File: config.mk
export PLATFORM = sky130hd
export DESIGN_NAME = npc_unit
export DESIGN_NICKNAME = d
export VERILOG_FILES = /design/src/rtl/npc_pkg.sv /design/src/rtl/npc_decode.sv /design/src/rtl/npc_cond.sv /design/src/rtl/npc_target.sv /design/src/rtl/npc_unit.sv
export SDC_FILE = /design/constraint.sdc
export NUM_CORES = 1
export LEC_CHECK = 0
export ABC_AREA = 1
export CORE_ASPECT_RATIO = 1.4
export CORE_MARGIN = 8
export CORE_UTILIZATION = 25
export DETAILED_ROUTE_END_ITERATION = 10
export GPL_TIMING_DRIVEN = 0
export PLACE_DENSITY = 0.56
export REMOVE_ABC_BUFFERS = 1
export SYNTH_ARGS = -nofsm -noshare
export SYNTH_HDL_FRONTEND = slang
export SYNTH_SLANG_ARGS = --single-unit
File: constraint.sdc
create_clock -name vclk -period 5.6
set_clock_uncertainty 0.1 [all_clocks]
set_input_delay 0.56 -clock vclk [all_inputs]
set_output_delay 0.56 -clock vclk [all_outputs]
set_load 0.02 [all_outputs]
File: src/rtl/npc_pkg.sv
package npc_pkg;

  localparam int XLEN       = 32;
  localparam int OP_W       = 6;
  localparam int IDX_W      = 26;
  localparam int OFF_W      = 16;
  localparam int REG_W      = 5;
  localparam int ALIGN_BITS = 2;
  localparam int REGION_LO  = IDX_W + ALIGN_BITS;

  localparam logic [OP_W-1:0] OP_SPECIAL = 6'h00;
  localparam logic [OP_W-1:0] OP_REGIMM  = 6'h01;
  localparam logic [OP_W-1:0] OP_JMP     = 6'h02;
  localparam logic [OP_W-1:0] OP_CALL    = 6'h03;
  localparam logic [OP_W-1:0] OP_BREQ    = 6'h04;
  localparam logic [OP_W-1:0] OP_BRNE    = 6'h05;
  localparam logic [OP_W-1:0] OP_BRLEZ   = 6'h06;
  localparam logic [OP_W-1:0] OP_BRGTZ   = 6'h07;
  localparam logic [OP_W-1:0] FN_JREG    = 6'h08;

  typedef enum logic [3:0] {
    CF_NONE, CF_JUMP, CF_CALL, CF_JREG,
    CF_EQ, CF_NE, CF_LTZ, CF_GEZ, CF_LEZ, CF_GTZ
  } cf_kind_e;

  function automatic logic [XLEN-1:0] seq_step(input logic [XLEN-1:0] pc,
                                               input int unsigned bytes);
    return pc + XLEN'(bytes);
  endfunction

  function automatic logic [XLEN-1:0] rel_target(input logic [XLEN-1:0]  pc4,
                                                 input logic [OFF_W-1:0] off);
    logic [XLEN-1:0] sx;
    sx = {{(XLEN-OFF_W){off[OFF_W-1]}}, off};
    return pc4 + (sx << ALIGN_BITS);
  endfunction

  function automatic logic [XLEN-1:0] region_jump(input logic [XLEN-1:0]  pc4,
                                                  input logic [IDX_W-1:0] idx);
    return {pc4[XLEN-1:REGION_LO], idx, {ALIGN_BITS{1'b0}}};
  endfunction

endpackage

File: src/rtl/npc_decode.sv
module npc_decode
  import npc_pkg::*;
(
  input  logic [OP_W-1:0]  op_i,
  input  logic [REG_W-1:0] rt_field_i,
  input  logic [OP_W-1:0]  fn_i,
  output cf_kind_e         kind_o
);

  always_comb begin
    kind_o = CF_NONE;
    case (op_i)
      OP_SPECIAL: kind_o = (fn_i == FN_JREG) ? CF_JREG : CF_NONE;
      OP_REGIMM: begin
        if (rt_field_i == REG_W'(0))      kind_o = CF_LTZ;
        else if (rt_field_i == REG_W'(1)) kind_o = CF_GEZ;
        else                              kind_o = CF_NONE;
      end
      OP_JMP:    kind_o = CF_JUMP;
      OP_CALL:   kind_o = CF_CALL;
      OP_BREQ:   kind_o = CF_EQ;
      OP_BRNE:   kind_o = CF_NE;
      OP_BRLEZ:  kind_o = CF_LEZ;
      OP_BRGTZ:  kind_o = CF_GTZ;
      default:   kind_o = CF_NONE;
    endcase
  end

endmodule

File: src/rtl/npc_cond.sv
module npc_cond
  import npc_pkg::*;
(
  input  cf_kind_e        kind_i,
  input  logic [XLEN-1:0] a_i,
  input  logic [XLEN-1:0] b_i,
  output logic            take_o
);

  logic neg, zero, same;

  assign neg  = a_i[XLEN-1];
  assign zero = (a_i == '0);
  assign same = (a_i == b_i);

  always_comb begin
    case (kind_i)
      CF_JUMP, CF_CALL, CF_JREG: take_o = 1'b1;
      CF_EQ:   take_o = same;
      CF_NE:   take_o = !same;
      CF_LTZ:  take_o = neg;
      CF_GEZ:  take_o = !neg;
      CF_LEZ:  take_o = neg || zero;
      CF_GTZ:  take_o = !neg && !zero;
      default: take_o = 1'b0;
    endcase
  end

endmodule

File: src/rtl/npc_target.sv
module npc_target
  import npc_pkg::*;
#(
  parameter int INSTR_BYTES = 4
) (
  input  cf_kind_e         kind_i,
  input  logic [XLEN-1:0]  pc_i,
  input  logic [IDX_W-1:0] idx_i,
  input  logic [XLEN-1:0]  reg_i,
  output logic [XLEN-1:0]  seq_pc_o,
  output logic [XLEN-1:0]  link_pc_o,
  output logic [XLEN-1:0]  target_o
);

  logic [XLEN-1:0] jmp_pc, br_pc;

  assign seq_pc_o  = seq_step(pc_i, INSTR_BYTES);
  assign link_pc_o = seq_step(pc_i, 2 * INSTR_BYTES);
  assign jmp_pc    = region_jump(seq_pc_o, idx_i);
  assign br_pc     = rel_target(seq_pc_o, idx_i[OFF_W-1:0]);

  always_comb begin
    case (kind_i)
      CF_JUMP, CF_CALL: target_o = jmp_pc;
      CF_JREG:          target_o = reg_i;
      CF_NONE:          target_o = seq_pc_o;
      default:          target_o = br_pc;
    endcase
  end

endmodule

File: src/rtl/npc_unit.sv
module npc_unit
  import npc_pkg::*;
#(
  parameter int LINK_REG    = 31,
  parameter int INSTR_BYTES = 4
) (
  input  logic [31:0] pc_i,
  input  logic [31:0] instr_i,
  input  logic [31:0] rs_val_i,
  input  logic [31:0] rt_val_i,
  output logic [31:0] next_pc_o,
  output logic        taken_o,
  output logic        link_we_o,
  output logic [4:0]  link_idx_o,
  output logic [31:0] link_data_o
);

  localparam logic [REG_W-1:0] LINK_IDX = REG_W'(LINK_REG);

  cf_kind_e        kind;
  logic            take;
  logic [XLEN-1:0] seq_pc, link_pc, target;

  npc_decode u_dec (
    .op_i       (instr_i[31:26]),
    .rt_field_i (instr_i[20:16]),
    .fn_i       (instr_i[5:0]),
    .kind_o     (kind)
  );

  npc_cond u_cond (
    .kind_i (kind),
    .a_i    (rs_val_i),
    .b_i    (rt_val_i),
    .take_o (take)
  );

  npc_target #(.INSTR_BYTES(INSTR_BYTES)) u_tgt (
    .kind_i    (kind),
    .pc_i      (pc_i),
    .idx_i     (instr_i[IDX_W-1:0]),
    .reg_i     (rs_val_i),
    .seq_pc_o  (seq_pc),
    .link_pc_o (link_pc),
    .target_o  (target)
  );

  assign next_pc_o   = take ? target : seq_pc;
  assign taken_o     = take;
  assign link_we_o   = (kind == CF_CALL);
  assign link_idx_o  = LINK_IDX;
  assign link_data_o = link_pc;

endmodule

After elaboration in Yosys (flattened, before gate mapping) --
Cells that the tools add are included.
Cells by class: $add $sub $neg 3, reduce and logical (&&, ||, !) cells 11, equality and inequality tests 19, multiplexer cells 7
Operators with widths (number):
- one-hot mux 32 bit (3 select lines) | 1
- adder 32 x 3 -> 32 bit, second input constant | 1
- adder 32 bit | 1
- adder 32 x 4 -> 32 bit, second input constant | 1
- equality test 32 bit | 1
- zero test 32 bit | 1
- 2-to-1 mux 32 bit | 1
- one-hot mux 4 bit (8 select lines) | 1
- equality test 6 x 3 -> 1 bit, second input constant | 4
- equality test 4 x 3 -> 1 bit, second input constant | 4
- equality test 6 x 2 -> 1 bit, second input constant | 2
- equality test 4 x 2 -> 1 bit, second input constant | 2
- equality test 4 bit, second input constant | 2
- one-hot mux 1 bit (7 select lines) | 1
- equality test 6 x 1 -> 1 bit, second input constant | 1
- equality test 6 x 4 -> 1 bit, second input constant | 1
- zero test 6 bit | 1
- equality test 5 x 1 -> 1 bit, second input constant | 1
- zero test 5 bit | 1
- equality test 4 x 1 -> 1 bit, second input constant | 1
- zero test 4 bit | 1
- 2-to-1 mux 4 bit | 1
- zero test 1 bit | 3
- 2-to-1 mux 3 bit | 1
- 5 further kinds | 5
Storage, ports and cells: input port bits 128, flip-flop bits (word level) 0, output and inout bits 71

Depth between registers and ports, before layout --
Gate-level depths: netlist of run 1.
depth after elaboration 8, gate-level depth with buffers 24

Hierarchy --
Synthesis of run 1 repeated with hierarchy kept, for this count alone.
Second synthesis, totals: cell total of the unflattened synthesis 1148, area total of the unflattened synthesis 5833.1 µm²
Modules (own cells, without submodules):
- npc_target | area an instance 4256.6 µm², cells an instance 849, times used 1, sequential area each 0.0 µm²
- npc_cond | area an instance 686.9 µm², cells an instance 138, times used 1, sequential area each 0.0 µm²
- npc_unit | area an instance 676.9 µm², cells an instance 115, times used 1, sequential area each 0.0 µm²
- npc_decode | area an instance 212.7 µm², cells an instance 46, times used 1, sequential area each 0.0 µm²

Least setup slack after synthesis of run 1 --
No wires, ideal clock.
kind input to output, from input pc_i[2], to output next_pc_o[29], slack 2129 ps, stages on the path 19, arrival time 2811 ps, cells stage by stage ha_1 -> nand3_1 -> nor2_1 -> nand2_1 -> xor2_1 -> ha_1 -> nand2_1 -> inv_1 -> nand2_1 -> nand2_1 -> a21oi_1 -> nor2_1 -> nor2_1 -> nand2_1 -> nand2_1 -> nand3_1 -> nand2_1 -> nand2_1 -> nand2_1
Between the ends: cells in the longest elaborated chain, start to end 4
RTL lines:
- start: declaration | line npc_unit.sv:7 | input logic [31:0] pc_i,
- adder 32 x 3 -> 32 bit * | line npc_pkg.sv:28 | return pc + XLEN'(bytes);
- adder 32 bit | line npc_pkg.sv:35 | return pc4 + (sx << ALIGN_BITS);
- one-hot mux 32 bit (3 select lines) | line npc_target.sv:23 | case (kind_i)
- 2-to-1 mux 32 bit * | line npc_unit.sv:48 | assign next_pc_o = take ? target : seq_pc;
- end: declaration | line npc_unit.sv:11 | output logic [31:0] next_pc_o,
Mark *: on every way between the ends. The rest lies on a longest branch, timed or not.

Final worst setup path of run 1 --
from input pc_i[3], to output next_pc_o[28]
Same word-level chain as after synthesis.

==> out/results.tsv, run 1 <==
stage	metric	value	unit
critical_path	worst_ep_arrival_time	4.63	ns
floorplan	row_count	66	
floorplan	core-area	23120	sq um
pwr	clkPwrFrac	0	%
critical_path	cp_max_fo	5	
pwr	seq_power_share	0	%
critical_path	path_class	input port to primary output	
pwr	ir_drop	0.02938	mV
route	wl_met2	13.56	mm
floorplan	start_util	25.30	%
layout	clkbuf_count	0	
grt	grt-ovfl-total	0	
grt	grt_pass1_vias	7573	
grt	groute.usage.overall	17.73	%
critical_path	crit_cells	20	
pwr	p_switching	390.3	uW
place	port-buffer-count	194	
floorplan	ioPinCount	199	
place	dp.cells	1643	
route	routedWlPerCell	16.24	um
run_status	status	completed	
route	drtAntennaViolNets	0	
layout	final_cells	1643	
hold_path	hp-class	input port to primary output	
synth	seq_area_frac_synth	0	%
layout	syn2layout_area_growth	37.34	%
route	wl_met3	1.108	mm
sta	slew_viol_final	0	
place	gp_congestion	0.9237	
critical_path	critical_path.top_delay_family	simple AND/OR/NAND/NOR gates	
sta	tightestPinTransition	1.053	ns
layout	n_sequential_cell	0	
place	place_area	7993	sq um
grt	grt_pass1_wl	40.74	mm
synth	syn_area	5851	sq um
layout	drive_gt1_share	5.161	%
sta	fmax	189.2	MHz
layout	num_antenna_cells	0	
synth	yosysWarnings	0	
layout	nNetsFinal	1505	
pwr	power.density	84.69	nW/um^2
sta	relSlewSlack	29.59	%
layout	final_area	8035	sq um
critical_path	crit_slowest_cell	clkdlybuf4s50_1	
route	drc	0	
pwr	internal_power	290.2	uW
grt	antenna_found_initial	0	
floorplan	die-height	197.0	um
pwr	comb_power_share	100.0	%
route	drtPass1Iterations	5	
critical_path	path_cells	clkdlybuf4s50_1 > ha_1 > nand3_2 > nor2_4 > nand2_2 > inv_2 > nand2_1 > nand2_1 > nand2_1 > ha_1 > nand2_1 > nor2_1 > and3_1 > nand3_1 > nand3_1 > nand3_1 > nand2_1 > nand2_1 > nand2_1 > clkdlybuf4s50_1	
route	drtIter0Drc	316	
floorplan	die_w	145.3	um
layout	regArea	0	sq um
sta	final-setup-viol-count	0	
route	drt-vias-per-instance	4.648	
pwr	swShare	57.35	%
route	drt_wl_total	26.68	mm
synth	syn_avg_cell_area	5.018	sq um
critical_path	endpoint_kind	primary output	
route	vias	7636	
critical_path	required	4.94	ns
critical_path	cpPeakStageDelay	0.61	ns
sta	hold_viol	0	
sta	post-route-period-util	94.38	%
critical_path	startpoint	pc_i[3]	
grt	grt_max_degree	32	
route	routed.top_layer	met4	
sta	rsz0062_at_grt	false	
sta	period_minus_slack	5.285	ns
clock_network	cts_setup_buffers	0	
floorplan	dieArea	28620	sq um
sta	finalSetupTns	0	ns
critical_path	critPathLaunchType	input port	
flow_run	cap_violations	0	
critical_path	critPathCapture	next_pc_o[28]	
route	met1_length	11.19	mm
pwr	total_leakage_power	0.004018	uW
critical_path	path_buf_inv	3	
critical_path	cp_common_cell	nand2_1	
synth	synthCells	1166	
place	hpwl	23.15	mm
synth	synth_cell_types	40	
what timing repair did:
action                     in CTS  in global routing
hold buffers                    0                  0
resized for setup               3                  5
gates cloned                    0                  0
setup endpoints to repair       9                 15
synth_stat cells, types with 6 or more instances:
master / count / area, sq um
nand3_1: 118 / 590.6
buf_2: 7 / 35.03
nand2_1: 471 / 1768
a21oi_1: 37 / 185.2
nor2_4: 10 / 112.6
nor2_1: 114 / 427.9
ha_1: 37 / 462.9
nor2_2: 14 / 87.58
xnor2_1: 32 / 280.3
buf_6: 6 / 67.56
inv_1: 157 / 589.3
xor2_1: 40 / 350.3
buf_4: 15 / 112.6
inv_2: 10 / 37.54
nand3b_1: 8 / 60.06
nand4_1: 21 / 131.4
nand2_2: 10 / 62.56
nor3_1: 14 / 70.07
kinds of logic (layout without fill, tap and decap cells):
group | count (synthesis) | in the layout | share of synthesized area [%]
xor gates and xnor gates | 74 | 74 | 11.33
buffers and inverters | 195 | 362 | 14.39
and+or+nand+nor | 797 | 797 | 59.75
other | 1 | 5 | 0.06410
adders and majority gates | 38 | 38 | 8.255
AOI/OAI and AO/OA | 61 | 61 | 6.202
power groups by stage:
stage               Clock, uW  Combinational, uW  Sequential (uW)
floorplan                   0                378                0
global placement            0                676                0
detailed placement          0                679                0
CTS                         0                683                0
global route                0                752                0
finish                      0                681                0
layer usage:
metal  GRT usage [%]  up-vias
met2           33.59      211
met5               0        -
met3           1.905       30
met4           4.988        0
li1                -     3966
met1           20.56     3429
cell usage in the layout, fill, tap and decap left out, types with 2 or more instances in the layout:
cell type and n:
a22oi_1 4, nor2_2 15, nand2_4 4, nand3_1 116, nor2_4 11, nand2_2 10
inv_1 157, xnor2_1 31, nor4_1 2, nor2_8 2, nor2_1 112, conb_1 5
nand3_2 5, o21bai_1 4, a21oi_1 36, clkdlybuf4s50_1 193, nand2_1 471, nand4_1 21
ha_1 37, o21a_1 2, xor2_2 4, a2bb2oi_1 4, or2_2 2, nor3_1 14
inv_2 10, a22o_1 2, xor2_1 38, o21ai_1 2, o21ai_0 3, nand3b_1 8
worst min path at each step:
stage                        from              to  cells past startpoint
after global placement    pc_i[1]  link_data_o[1]                      2
after global routing      pc_i[2]  link_data_o[2]                      2
final                     pc_i[2]  link_data_o[2]                      2
after CTS                 pc_i[1]  link_data_o[1]                      2
after floorplan           pc_i[0]  link_data_o[0]                      0
after detailed placement  pc_i[1]  link_data_o[1]                      2
per-stage QoR:
stage	power [uW]	util, %	hold WS [ns]	setup WS, ns
after floorplan	378.2	-	1.020	2.087
after global placement	676.2	34.49	1.987	-0.1107
after detailed placement	679.1	34.57	1.992	-0.1018
after CTS	682.6	34.62	1.992	0.1206
after global routing	752.4	34.75	2.009	0.004814
final	680.5	34.75	1.983	0.3147
area by class of cell:
type / instances / area [sq um]
inverter: 167 / 626.9
fill: 2679 / 15090
tap: 306 / 382.9
multi-input combinational: 975 / 5070
timing repair buffer: 195 / 1956
(Power assumes the default switching activity.)
==> run 2: changes to the inputs <==
Settings changed: PLACE_DENSITY 0.56 to unset, SKIP_LAST_GASP set to 1, SYNTH_HIERARCHICAL set to 1.
==> run 2 against run 1 <==
Against the previous run:
- via count fell by 2.0%
- largest power group unchanged
- critical endpoint is now next_pc_o[29]
- utilization fell by 0.10 points
- die area fell by 0.27%
- largest cell class unchanged
- combinational power barely moved
- clock-buffer cell count did not move
==> out/results.tsv, run 2 <==
stage	metric	value	unit
route	drt_wl_total	26.41	mm
route	drc	0	
run_status	status	completed	
sta	post-route-period-util	95.66	%
route	vias	7487	
grt	grt-ovfl-total	0	
floorplan	die_w	145.1	um
layout	regArea	0	sq um
floorplan	ioPinCount	199	
sta	tightestPinTransition	0.9004	ns
synth	yosys.area.top_type	nand2_1	
critical_path	required	4.94	ns
synth	syn_avg_cell_area	5.081	sq um
grt	groute.usage.overall	17.80	%
critical_path	path_cells	clkdlybuf4s50_1 > ha_1 > inv_1 > nor2_4 > nand2_1 > xor2_1 > nand2_1 > o21ai_0 > ha_1 > nand2_1 > nor2_1 > nand3_1 > nand3b_1 > nand2_1 > nand3_1 > nand3_1 > nand2_1 > nand2_2 > o21ai_2 > clkdlybuf4s50_1	
critical_path	critPathCapture	next_pc_o[29]	
layout	layout_common_cells	nand2_1 (410), inv_1 (198), clkdlybuf4s50_1 (193), nor2_1 (111), nand3_1 (90)	
critical_path	crit_cells	20	
critical_path	critPathLaunchType	input port	
floorplan	die-height	196.7	um
sta	relSlewSlack	39.78	%
route	routedWlPerCell	16.23	um
critical_path	cpPeakStageDelay	0.63	ns
floorplan	row_count	66	
critical_path	path_buf_inv	3	
layout	n_sequential_cell	0	
pwr	power.density	84.65	nW/um^2
floorplan	dieArea	28550	sq um
layout	final_area	8011	sq um
layout	syn2layout_area_growth	37.34	%
place	port-buffer-count	194	
pwr	ir_drop	0.03191	mV
critical_path	endpoint_kind	primary output	
sta	hold_viol	0	
place	gp_congestion	0.9238	
synth	synth_top_area_share	26.38	%
critical_path	cp_common_cell	nand2_1	
route	drtIter0Drc	377	
layout	nNetsFinal	1485	
synth	netlist_top_cells_area	nand2_1 (26%), inv_1 (13%), nand3_1 (7.8%), nor2_1 (7.3%), ha_1 (7.1%)	
place	place_area	7988	sq um
hold_path	hp-class	input port to primary output	
synth	synthCells	1148	
floorplan	core-area	23120	sq um
critical_path	startpoint	pc_i[4]	
grt	grt_pass1_wl	40.79	mm
synth	yosysWarnings	6	
critical_path	path_class	input port to primary output	
critical_path	worst_ep_arrival_time	4.70	ns
layout	clkbuf_count	0	
grt	grt_max_degree	37	
pwr	total_leakage_power	0.003922	uW
layout	final_util	34.65	%
sta	slew_viol_final	0	
synth	synth_cell_types	44	
place	hpwl	22.94	mm
sta	final-setup-viol-count	0	
floorplan	start_util	25.23	%
synth	syn_area	5833	sq um
route	drt-vias-per-instance	4.602	
synth	synth.most_common_cell	nand2_1	
synth	seq_area_frac_synth	0	%
synth	synth_common_cells	nand2_1 (410), inv_1 (198), nor2_1 (113), nand3_1 (91), xor2_1 (41)	
grt	grt_pass1_vias	7344	
layout	num_antenna_cells	0	
sta	period_minus_slack	5.357	ns
sta	rsz0062_at_grt	false	
critical_path	crit_slowest_cell	clkdlybuf4s50_1	
sta	fmax	186.7	MHz
route	drtPass1Iterations	6	
route	drtAntennaViolNets	0	
clock_network	cts_setup_buffers	0	
flow_run	cap_violations	0	
critical_path	critical_path.top_delay_family	simple AND/OR/NAND/NOR gates	
critical_path	cp_max_fo	5	
grt	antenna_found_initial	2	
layout	final_common_cell	nand2_1	
layout	drive_gt1_share	6.283	%
run 2: kinds of logic (layout without fill, tap and decap cells):
kind of cell    count (synthesis)  in the layout  share of synthesized area [%]
simple gates                  699            699                          51.85
buf+inv                       230            399                          16.86
compound gates                111            111                          12.72
xor+xnor                       73             73                          11.09
fa+ha+maj                      34             34                          7.422
other cells                     1              5                        0.06429
run 2: worst min path at each step:
stage               cells after the start    start             end  slack [ns]
finish                                  2  pc_i[2]  link_data_o[2]        1.94
global route                            2  pc_i[2]  link_data_o[2]        1.96
CTS                                     2  pc_i[1]  link_data_o[1]        2.05
detailed placement                      2  pc_i[1]  link_data_o[1]        2.05
global placement                        2  pc_i[1]  link_data_o[1]        2.05
floorplan                               0  pc_i[0]  link_data_o[0]        1.02
run 2: per-layer routing:
layer / up-vias / share of wire [%] / GRT usage (%)
met5: - / 0.087 / 0
li1: 3922 / - / -
met4: 4 / 2.4 / 3.712
met2: 229 / 50 / 33.47
met1: 3300 / 41 / 20.66
met3: 32 / 6.2 / 2.984
run 2: stage by stage:
step / power, uW / TNS [ns] / setup slack, ns / hold WS (ns) / instances
after floorplan: 375.6 / 0 / 0.6213 / 1.020 / 1126
after global placement: 673.1 / -34.05 / -1.281 / 2.049 / 1626
after detailed placement: 675.9 / -0.8269 / -0.1456 / 2.047 / 1627
after CTS: 680.1 / 0 / 0.01821 / 2.049 / 1627
after global routing: 748.4 / 0 / 0.001648 / 1.961 / 1627
final: 678.2 / 0 / 0.2430 / 1.940 / 1627
run 2: area by class of cell:
type | count | area, sq um
Fill cell | 2632 | 15110
Tap cell | 306 | 382.9
Timing Repair Buffer | 195 | 1964
Multi-Input combinational cell | 922 | 4898
Inverter | 204 | 765.7
run 2: what timing repair did:
item / 4_1_cts / 5_1_grt
endpoints found under the setup margin: 11 / 18
gates resized for setup: 1 / 5
hold buffers: 0 / 0
endpoints found under the hold margin: 0 / 0
run 2: where the power goes:
part / internal, uW / switching, uW / leakage [uW]
clock network: 0 / 0 / 0
logic: 286 / 392 / 0.00392
registers: 0 / 0 / 0
==> run 3: changes to the inputs <==
Settings changed: CORE_UTILIZATION 25 to 42, PLACE_DENSITY set to 0.75.
==> run 3 against run 2 <==
Against the previous run:
- wire length down 8.0%
- sequential share of layout area unchanged
- fmax up 1.7%
- design area down 2.0%
- non-clock buffer count unchanged
- utilization up 23 points
- clock-buffer cell count unchanged
- worst hold slack worse by 0.026 ns
- critical path depth up 1
- first-iteration DRC count up 38%
- largest power group unchanged
==> out/results.tsv, run 3 (synthesis gave the netlist of run 2 again) <==
stage	metric	value	unit
layout	clkbuf_count	0	
critical_path	crit_slowest_cell	clkdlybuf4s50_1	
hold_path	hp-class	input port to primary output	
pwr	power.density	85.60	nW/um^2
clock_network	cts_setup_buffers	0	
pwr	ir_drop	0.03626	mV
layout	drive_gt1_share	6.056	%
run_status	status	completed	
hold_path	hold-path-endpoint	link_data_o[2]	
sta	hold_slack	1.915	ns
sta	relSlewSlack	40.42	%
place	gp_congestion	1.013	
floorplan	start_util	42.52	%
critical_path	startpoint	pc_i[13]	
layout	fillers	1507	
critical_path	cpPeakStageDelay	0.66	ns
critical_path	path_class	input port to primary output	
sta	final-setup-viol-count	0	
route	drt-vias-per-instance	5.053	
layout	regArea	0	sq um
floorplan	dieArea	17970	sq um
critical_path	path_cells	clkdlybuf4s50_1 > nand2_1 > nor3_1 > nand2_1 > nor2_1 > xor2_1 > ha_1 > a21oi_1 > nand2_1 > nand2_1 > nand2_1 > nand2_1 > nand2_1 > inv_1 > nand2_1 > nand2_1 > nand3_1 > nand2_1 > nand2_1 > o21ai_0 > clkdlybuf4s50_1	
grt	antenna_found_initial	0	
layout	nNetsFinal	1485	
place	place_area	7844	sq um
layout	syn2layout_area_growth	34.66	%
layout	n_sequential_cell	0	
sta	post-route-period-util	94.02	%
sta	fmax	189.9	MHz
layout	num_antenna_cells	0	
grt	grt-ovfl-total	0	
place	hpwl	20.81	mm
hold_path	holdCritStartpoint	pc_i[2]	
critical_path	endpoint_kind	primary output	
layout	final_area	7855	sq um
critical_path	worst_ep_arrival_time	4.61	ns
sta	slew_viol_final	0	
critical_path	cp_max_fo	5	
route	routedWlPerCell	16.14	um
place	port-buffer-count	194	
floorplan	core-area	13720	sq um
route	drtIter0Drc	520	
sta	worst_slack	0.3347	ns
critical_path	required	4.94	ns
layout	layout_common_cells	nand2_1 (410), inv_1 (198), clkdlybuf4s50_1 (193), nor2_1 (113), nand3_1 (90)	
route	drtAntennaViolNets	0	
flow_run	cap_violations	0	
sta	finalSetupTns	0	ns
critical_path	critPathLaunchType	input port	
route	drt_wl_total	24.31	mm
grt	grt_pass1_vias	7340	
floorplan	die-height	155.4	um
floorplan	row_count	51	
route	drtPass1Iterations	5	
sta	rsz0062_at_grt	false	
floorplan	die_w	115.6	um
pwr	total_leakage_power	0.003924	uW
layout	final_common_cell	nand2_1	
route	vias	7610	
sta	hold_viol	0	
layout	final_util	57.25	%
place	post-place-ws	0.2009	ns
sta	tightestPinTransition	0.8909	ns
hold_path	holdPathStages	2	
route	drc	0	
grt	groute.usage.overall	26.22	%
critical_path	cp_common_cell	nand2_1	
grt	grt_max_degree	65	
grt	grt_pass1_wl	37.72	mm
floorplan	ioPinCount	199	
sta	period_minus_slack	5.265	ns
[run 3: cell count changes in the layout (fill, tap and decap cells not counted)]
cell and delta:
buf_16 +1, nor2_1 +2, nor2_2 -2, buf_12 -1, xor2_2 -1, xor2_1 +1
[run 3: area by class of cell]
class              instances  area, sq um  area share (%)
multi-input cells        922         4886           62.20
inverters                204        765.7           9.748
well taps                185        231.5           2.947
repair buffers           195         1972           25.10
[run 3: critical path: cells and delay by family]
kind	cells	cell delay [ns]
AOI/OAI and AO/OA	2	0.44
xor gates and xnor gates	1	0.34
adders and majority gates	1	0.35
buffers and inverters	3	1.35
and+or+nand+nor	14	1.58
[run 3: worst max-delay path by stage]
| stage | endpoint | slack [ns] | cells past startpoint |
|---|---|---|---|
| 2_1_floorplan | next_pc_o[0] | 0.62 | 11 |
| 3_3_place_gp | next_pc_o[31] | -0.96 | 14 |
| 3_5_place_dp | next_pc_o[29] | 0.20 | 20 |
| 4_1_cts | next_pc_o[31] | 0.18 | 22 |
| 5_1_grt | next_pc_o[31] | 0.04 | 21 |
| 6_report | next_pc_o[31] | 0.33 | 21 |
[run 3: power breakdown]
group          internal [uW]  leakage [uW]  switching, uW
Combinational            286       0.00392            386
Sequential                 0             0              0
Clock                      0             0              0
Total                    286       0.00392            386
[run 3: routing by layer]
metal  part of all wire, %  GRT usage, %
met5                     0             0
met4                   2.6         6.470
met3                   6.3         3.297
met2                    51         50.28
met1                    40         29.10
[run 3: stage by stage]
| step | power, uW | instances |
|---|---|---|
| 2_1_floorplan | 375.6 | 1126 |
| 3_3_place_gp | 660.1 | 1505 |
| 3_5_place_dp | 666.1 | 1506 |
| 4_1_cts | 669.9 | 1506 |
| 5_1_grt | 737.1 | 1506 |
| 6_report | 672.4 | 1506 |
[run 3: what timing repair did]
action	CTS	global route
endpoints found under the hold margin	0	0
resized for setup	0	3
endpoints found under the setup margin	0	8
hold buffers	0	0
